File: src/rtl/sw_store_pkg.sv
package sw_store_pkg;
  typedef enum logic [1:0] {
    ACC_NONE  = 2'd0,
    ACC_READ  = 2'd1,
    ACC_WRITE = 2'd2
  } acc_kind_e;
endpackage

File: src/rtl/sw_store_acc_decode.sv
module sw_store_acc_decode
  import sw_store_pkg::*;
(
  input  logic      valid_i,
  input  logic      ce_n_i,
  input  logic      oe_n_i,
  input  logic      we_n_i,
  output acc_kind_e kind_o
);
  always_comb begin
    kind_o = ACC_NONE;
    if (valid_i && !ce_n_i) begin
      if (!we_n_i)      kind_o = ACC_WRITE; // write wins regardless of oe
      else if (!oe_n_i) kind_o = ACC_READ;
    end
  end
endmodule

File: src/rtl/sw_store_addr_match.sv
module sw_store_addr_match #(
  parameter int unsigned ADDR_W  = 15,
  parameter int unsigned SEQ_LEN = 6,
  parameter logic [ADDR_W-1:0] SEQ_ADDR [SEQ_LEN] = '{
    15'h0E38, 15'h31C7, 15'h03E0, 15'h3C1F, 15'h303F, 15'h0FC0}
) (
  input  logic [ADDR_W-1:0]  addr_i,
  output logic [SEQ_LEN-1:0] hit_o
);
  for (genvar k = 0; k < SEQ_LEN; k++) begin : g_cmp
    assign hit_o[k] = (addr_i == SEQ_ADDR[k]);
  end
endmodule

File: src/rtl/sw_store_seq_track.sv
module sw_store_seq_track #(
  parameter int unsigned SEQ_LEN = 6,
  localparam int unsigned CNT_W = (SEQ_LEN > 1) ? $clog2(SEQ_LEN) : 1
) (
  input  logic               clk_i,
  input  logic               rst_ni,
  input  logic               clr_i,
  input  logic               en_i,
  input  logic               rd_i,
  input  logic               wr_i,
  input  logic [SEQ_LEN-1:0] hit_i,
  output logic               fire_o,
  output logic [CNT_W-1:0]   prog_o
);
  localparam logic [CNT_W-1:0] LAST = CNT_W'(SEQ_LEN - 1);
  localparam logic [CNT_W-1:0] ONE  = CNT_W'(1);

  logic [CNT_W-1:0] prog_q, prog_d;
  logic             hit_cur;
  logic             fire;

  assign hit_cur = hit_i[prog_q];

  always_comb begin
    prog_d = prog_q;
    fire   = 1'b0;
    if (en_i) begin
      if (wr_i) begin
        prog_d = '0;
      end else if (rd_i) begin
        if (hit_cur) begin
          if (prog_q == LAST) begin
            fire   = 1'b1;
            prog_d = '0;
          end else begin
            prog_d = prog_q + ONE;
          end
        end else if (hit_i[0]) begin
          prog_d = ONE; // stray read of first address restarts at step one
        end else begin
          prog_d = '0;
        end
      end
    end
  end

  always_ff @(posedge clk_i or negedge rst_ni) begin
    if (!rst_ni)    prog_q <= '0;
    else if (clr_i) prog_q <= '0;
    else            prog_q <= prog_d;
  end

  assign fire_o = fire & ~clr_i;
  assign prog_o = prog_q;

  a_r5_prog_range: assert property (@(posedge clk_i) disable iff (!rst_ni)
    prog_q <= LAST);
  a_r6_hold_idle: assert property (@(posedge clk_i) disable iff (!rst_ni)
    (!en_i && !clr_i) |=> $stable(prog_q));
  a_r3_write_clear: assert property (@(posedge clk_i) disable iff (!rst_ni)
    (en_i && wr_i) |=> (prog_q == '0));
  a_r8_clr_zero: assert property (@(posedge clk_i) disable iff (!rst_ni)
    clr_i |=> (prog_q == '0));
endmodule

File: src/rtl/sw_store_unlock.sv
module sw_store_unlock
  import sw_store_pkg::*;
#(
  parameter int unsigned ADDR_W  = 15,
  parameter int unsigned SEQ_LEN = 6,
  parameter logic [ADDR_W-1:0] SEQ_ADDR [SEQ_LEN] = '{
    15'h0E38, 15'h31C7, 15'h03E0, 15'h3C1F, 15'h303F, 15'h0FC0}
) (
  input  logic              clk_i,
  input  logic              rst_ni,
  input  logic              acc_valid_i,
  input  logic              ce_n_i,
  input  logic              oe_n_i,
  input  logic              we_n_i,
  input  logic [ADDR_W-1:0] addr_i,
  input  logic              busy_i,
  input  logic              pwr_fail_i,
  output logic              store_req_o
);
  localparam int unsigned CNT_W = (SEQ_LEN > 1) ? $clog2(SEQ_LEN) : 1;

  acc_kind_e          kind;
  logic [SEQ_LEN-1:0] hit;
  logic [CNT_W-1:0]   prog;
  logic               fire;
  logic               locked_q, busy_q, req_q;
  logic               busy_fall, ignore;

  sw_store_acc_decode u_dec (
    .valid_i (acc_valid_i),
    .ce_n_i  (ce_n_i),
    .oe_n_i  (oe_n_i),
    .we_n_i  (we_n_i),
    .kind_o  (kind)
  );

  sw_store_addr_match #(
    .ADDR_W   (ADDR_W),
    .SEQ_LEN  (SEQ_LEN),
    .SEQ_ADDR (SEQ_ADDR)
  ) u_match (
    .addr_i (addr_i),
    .hit_o  (hit)
  );

  assign busy_fall = busy_q & ~busy_i;
  assign ignore    = locked_q | busy_i;

  sw_store_seq_track #(
    .SEQ_LEN (SEQ_LEN)
  ) u_track (
    .clk_i  (clk_i),
    .rst_ni (rst_ni),
    .clr_i  (pwr_fail_i),
    .en_i   (~ignore),
    .rd_i   (kind == ACC_READ),
    .wr_i   (kind == ACC_WRITE),
    .hit_i  (hit),
    .fire_o (fire),
    .prog_o (prog)
  );

  always_ff @(posedge clk_i or negedge rst_ni) begin
    if (!rst_ni) begin
      locked_q <= 1'b0;
      busy_q   <= 1'b0;
      req_q    <= 1'b0;
    end else begin
      busy_q <= busy_i;
      req_q  <= fire;
      if (pwr_fail_i)     locked_q <= 1'b0;
      else if (fire)      locked_q <= 1'b1;
      else if (busy_fall) locked_q <= 1'b0;
    end
  end

  assign store_req_o = req_q;

  a_r4_single_pulse: assert property (@(posedge clk_i) disable iff (!rst_ni)
    store_req_o |=> !store_req_o);
  a_r4_req_locks: assert property (@(posedge clk_i) disable iff (!rst_ni)
    store_req_o |-> locked_q);
  a_r4_req_after_last: assert property (@(posedge clk_i) disable iff (!rst_ni)
    store_req_o |-> ($past(prog) == CNT_W'(SEQ_LEN - 1)));
  a_r7_locked_quiet: assert property (@(posedge clk_i) disable iff (!rst_ni)
    (locked_q || busy_i) |=> !store_req_o);
  a_r8_pf_quiet: assert property (@(posedge clk_i) disable iff (!rst_ni)
    pwr_fail_i |=> (!store_req_o && !locked_q));
endmodule

File: config.mk
export PLATFORM = sky130hd
export DESIGN_NAME = sw_store_unlock
export DESIGN_NICKNAME = d
export VERILOG_FILES = /design/src/rtl/sw_store_pkg.sv /design/src/rtl/sw_store_acc_decode.sv /design/src/rtl/sw_store_addr_match.sv /design/src/rtl/sw_store_seq_track.sv /design/src/rtl/sw_store_unlock.sv
export SDC_FILE = /design/constraint.sdc
export NUM_CORES = 1
export LEC_CHECK = 0
export ABC_AREA = 1
export BUFFER_PORTS_ARGS = -buffer_cell sky130_fd_sc_hd__buf_2
export CORE_ASPECT_RATIO = 1.1
export CORE_MARGIN = 2
export CORE_UTILIZATION = 48
export CTS_CLUSTER_SIZE = 12
export DETAILED_ROUTE_END_ITERATION = 10
export PLACE_DENSITY_LB_ADDON = 0.08
export SYNTH_ARGS = -nofsm -noshare
export SYNTH_HDL_FRONTEND = slang
export SYNTH_HIERARCHICAL = 1
export SYNTH_SLANG_ARGS = --single-unit
File: constraint.sdc
create_clock -name clk_i -period 1.4 [get_ports clk_i]
set_input_delay 0.14 -clock clk_i [delete_from_list [all_inputs] [get_ports clk_i]]
set_output_delay 0.14 -clock clk_i [all_outputs]
set_load 0.02 [all_outputs]
==> qor_table.md <==
| Result | Value | Unit |
|---|---|---|
| Status | finished clean | - |
| P&R area growth vs syn | 34.36 | % |
| Number of warnings issued by yosys | 6 | - |
| Total global routing track utilization | 21.22 | % |
| Number of global-route vias before repair | 813 | - |
| Via-per-instance ratio | 4.500 | - |
| Commonest non-fill, non-tap cell in the layout | sky130_fd_sc_hd__nand2_1 | - |
| Number of placement rows | 14 | - |
| Number of standard cells after synthesis | 132 | - |
| CTS tree | done | - |
| Total power consumption of the routed design | 0.4353 | mW |
| Fin crit share | 86.72 | % |
| Power density over the cells | 470.8 | nW/µm² |
| Count of placed standard cells including taps | 180 | - |
| Peak Freq | 0.8236 | GHz |
| Cell Chain, Critical Path | inv_1, nand3_1, nand2_1, nand2_2, buf_4, nand2_2, nand2_1, nand3_1, nand2_1 | - |
| Number of synthesized register bits | 6 | - |
| Transition at the pin with the smallest max-transition slack | 0.1764 | ns |
| Largest fanout on the critical path | 5 | - |
| Portion of synthesized cell area occupied by the leading cell type | 25.64 | % |
| Start-to-end type of the worst setup path | reg -> reg | - |
| GPL Wtd Cong | 0.8521 | - |
| CTS clock-pin slew for the worst setup and hold paths | 0.04 | ns |
| Critical path data required time | 1.52 | ns |
| Critical Path Source Type | register | - |
| Root buffer cell | sky130_fd_sc_hd__clkbuf_4 | - |
| Crit path capture type | register | - |
| Cell variety after synth | 17 | - |
| Max Buffers Root-to-Sink | 2 | - |
| Largest stage delay on the critical path | 0.42 | ns |
| Number of clock sinks seen by CTS | 6 | - |
| Post-route insts no fill | 184 | - |
| Slowest stage cell on the critical path | sky130_fd_sc_hd__dfrtp_1 | - |
| Number of nets with antenna violations after routing | 0 | - |
| H-tree Lvls | 1 | - |
| Total negative setup slack | 0 | ns |
| Number of diodes added for antenna fixing | 0 | - |
| Routed wire per std cell | 8.223 | µm |
| Grt ovf | 0 | - |
| Most frequent cells in the layout | sky130_fd_sc_hd__nand2_1 (47), sky130_fd_sc_hd__inv_1 (28), sky130_fd_sc_hd__nor2_1 (25) | - |
| Global-route wire length before repair | 2.718 | mm |
| Part of the Yosys area used for sequential elements | 21.82 | % |
| Proportion of layout cells with a drive suffix above 1 | 28.57 | % |
| Crit path arrival time | 1.34 | ns |
| Pin count of the biggest net entering global routing | 7 | - |
| Port Buffer Count | 23 | - |
| Die Footprint | 1753 | µm² |
| Min-Delay Path Class | in -> reg | - |
| Maximum ir drop on the vdd rail | 394.3 | µV |
| Count of pins on the block boundary | 24 | - |
| Worst-case hold slack | 0.03955 | ns |
| Final layout net count | 193 | - |
| Total length of routed wires | 1.513 | mm |
| Initial antenna violation count | 0 | - |
| Final critical-path required period | 1.214 | ns |
| Number of detailed-routing iterations run before antenna repair | 4 | - |
| DR vias | 828 | - |
| Post-DP HPWL | 1.338 | mm |
| Cell mode on critical path | sky130_fd_sc_hd__nand2_1 | - |
| Initial DRC count | 8 | - |
| Post-CTS Repair Setup Buffers | 0 | - |
| Synth Cell Area | 688.2 | µm² |
| Worst Clk Skew | 0.0005143 | ns |
| Cells taking the most area after synthesis | sky130_fd_sc_hd__nand2_1 (26%), sky130_fd_sc_hd__dfrtp_1 (22%), sky130_fd_sc_hd__inv_1 (15%) | - |
| Worst slew margin relative to its limit | 88.20 | % |
| Number of buffers created by CTS | 3 | - |
| Final standard cell utilization of the core | 68.55 | % |
| Post-Syn Area per Cell | 5.213 | µm² |
| Maximum Capacitance Violations | 0 | - |
| P_leak | 0.5296 | nW |
| Cell type contributing the most total cell area after synthesis | sky130_fd_sc_hd__nand2_1 | - |
| Mapped Nets | 155 | - |
| DIE WIDTH | 40.10 | µm |
| Worst-Skew Late Latency | 0.23 | ns |
| Number of failing hold endpoints at the final stage | 0 | - |
| Chip height | 43.71 | µm |
| DRC Markers | 0 | - |
| Initial core utilization | 51.02 | % |
| Final-report setup violation count | 0 | - |
| Max-slew violation count | 0 | - |
| Core Area | 1349 | µm² |
## per-stage QoR
step / setup WS, ns / area [µm²]
finish: 0.1859 / 924.6
global route: -0.02245 / 924.6
CTS: 0.1304 / 919.6
detailed placement: -0.06615 / 887.1
global placement: -0.05286 / 887.1
floorplan: 0.1381 / 688.2
## Yosys cell counts
cell type and number:
sky130_fd_sc_hd__a21oi_1 2, sky130_fd_sc_hd__a21oi_2 1, sky130_fd_sc_hd__buf_6 1, sky130_fd_sc_hd__dfrtp_1 6, sky130_fd_sc_hd__inv_1 28, sky130_fd_sc_hd__inv_2 1
sky130_fd_sc_hd__nand2_1 47, sky130_fd_sc_hd__nand2_2 3, sky130_fd_sc_hd__nand3_1 7, sky130_fd_sc_hd__nand4_1 1, sky130_fd_sc_hd__nor2_1 25, sky130_fd_sc_hd__nor2_2 4
sky130_fd_sc_hd__nor3_1 2, sky130_fd_sc_hd__nor3_2 1, sky130_fd_sc_hd__o211ai_2 1, sky130_fd_sc_hd__o21ai_0 1, sky130_fd_sc_hd__or2_1 1
## layer usage
layer / GRT usage, % / up-vias / share of wire, %
met2: 43.55 / 15 / 58
li1: - / 457 / -
met1: 21.17 / 356 / 39
met4: 6.207 / 0 / 0
met3: 0 / 0 / 3.0
met5: 0 / - / 0
## state kept, by name, summed over array words and instances (netlist names)
| name | cells |
|---|---|
| busy_q | 1 |
| locked_q | 1 |
| store_req_o | 1 |
| u_track/prog_o | 3 |
## where the power goes
part	internal, mW	switching, mW
logic	0.0495	0.0590
clock network	0.0964	0.0544
registers	0.176	0.000392
total	0.322	0.114
## cell families (layout without fill, tap and decap cells)
group	Yosys count	in the layout	share of synthesized area, %
buf+inv	30	66	17.45
compound gates	5	5	5.272
flops	6	6	21.82
simple gates	91	91	55.46
## path summary, 6_finish.rpt
check	endpoint	from	slack (ns)	cells after the start
max in group asynchronous	locked_q	rst_ni	1.01	2
worst max-delay path	u_track/prog_o[0]	u_track/prog_o[2]	0.19	9
worst min register to register	locked_q	busy_q	0.52	3
min in group asynchronous	u_track/prog_o[2]	rst_ni	0.25	2
worst max register to register	u_track/prog_o[0]	u_track/prog_o[2]	0.19	9
worst min-delay path	busy_q	busy_i	0.04	1
## worst max-delay path: cells and delay by family (launching register included)
family	cells	cell delay, ns
buf+inv	2	0.24
simple gates	7	0.46
flops	1	0.42
## timing repair
item | 4_1_cts | 5_1_grt
gates resized for setup | 0 | 1
setup endpoints to repair | 0 | 1
hold endpoints to repair | 6 | 0
hold buffers | 1 | 0
## cell type report
class / count / area [µm²]
Clock buffer: 3 / 22.52
Tap cell: 16 / 20.02
Timing Repair Buffer: 34 / 200.2
Fill cell: 136 / 424.2
Sequential cell: 6 / 150.1
Multi-Input combinational cell: 96 / 422.9
Inverter: 29 / 108.9
(Power assumes the default switching activity.)
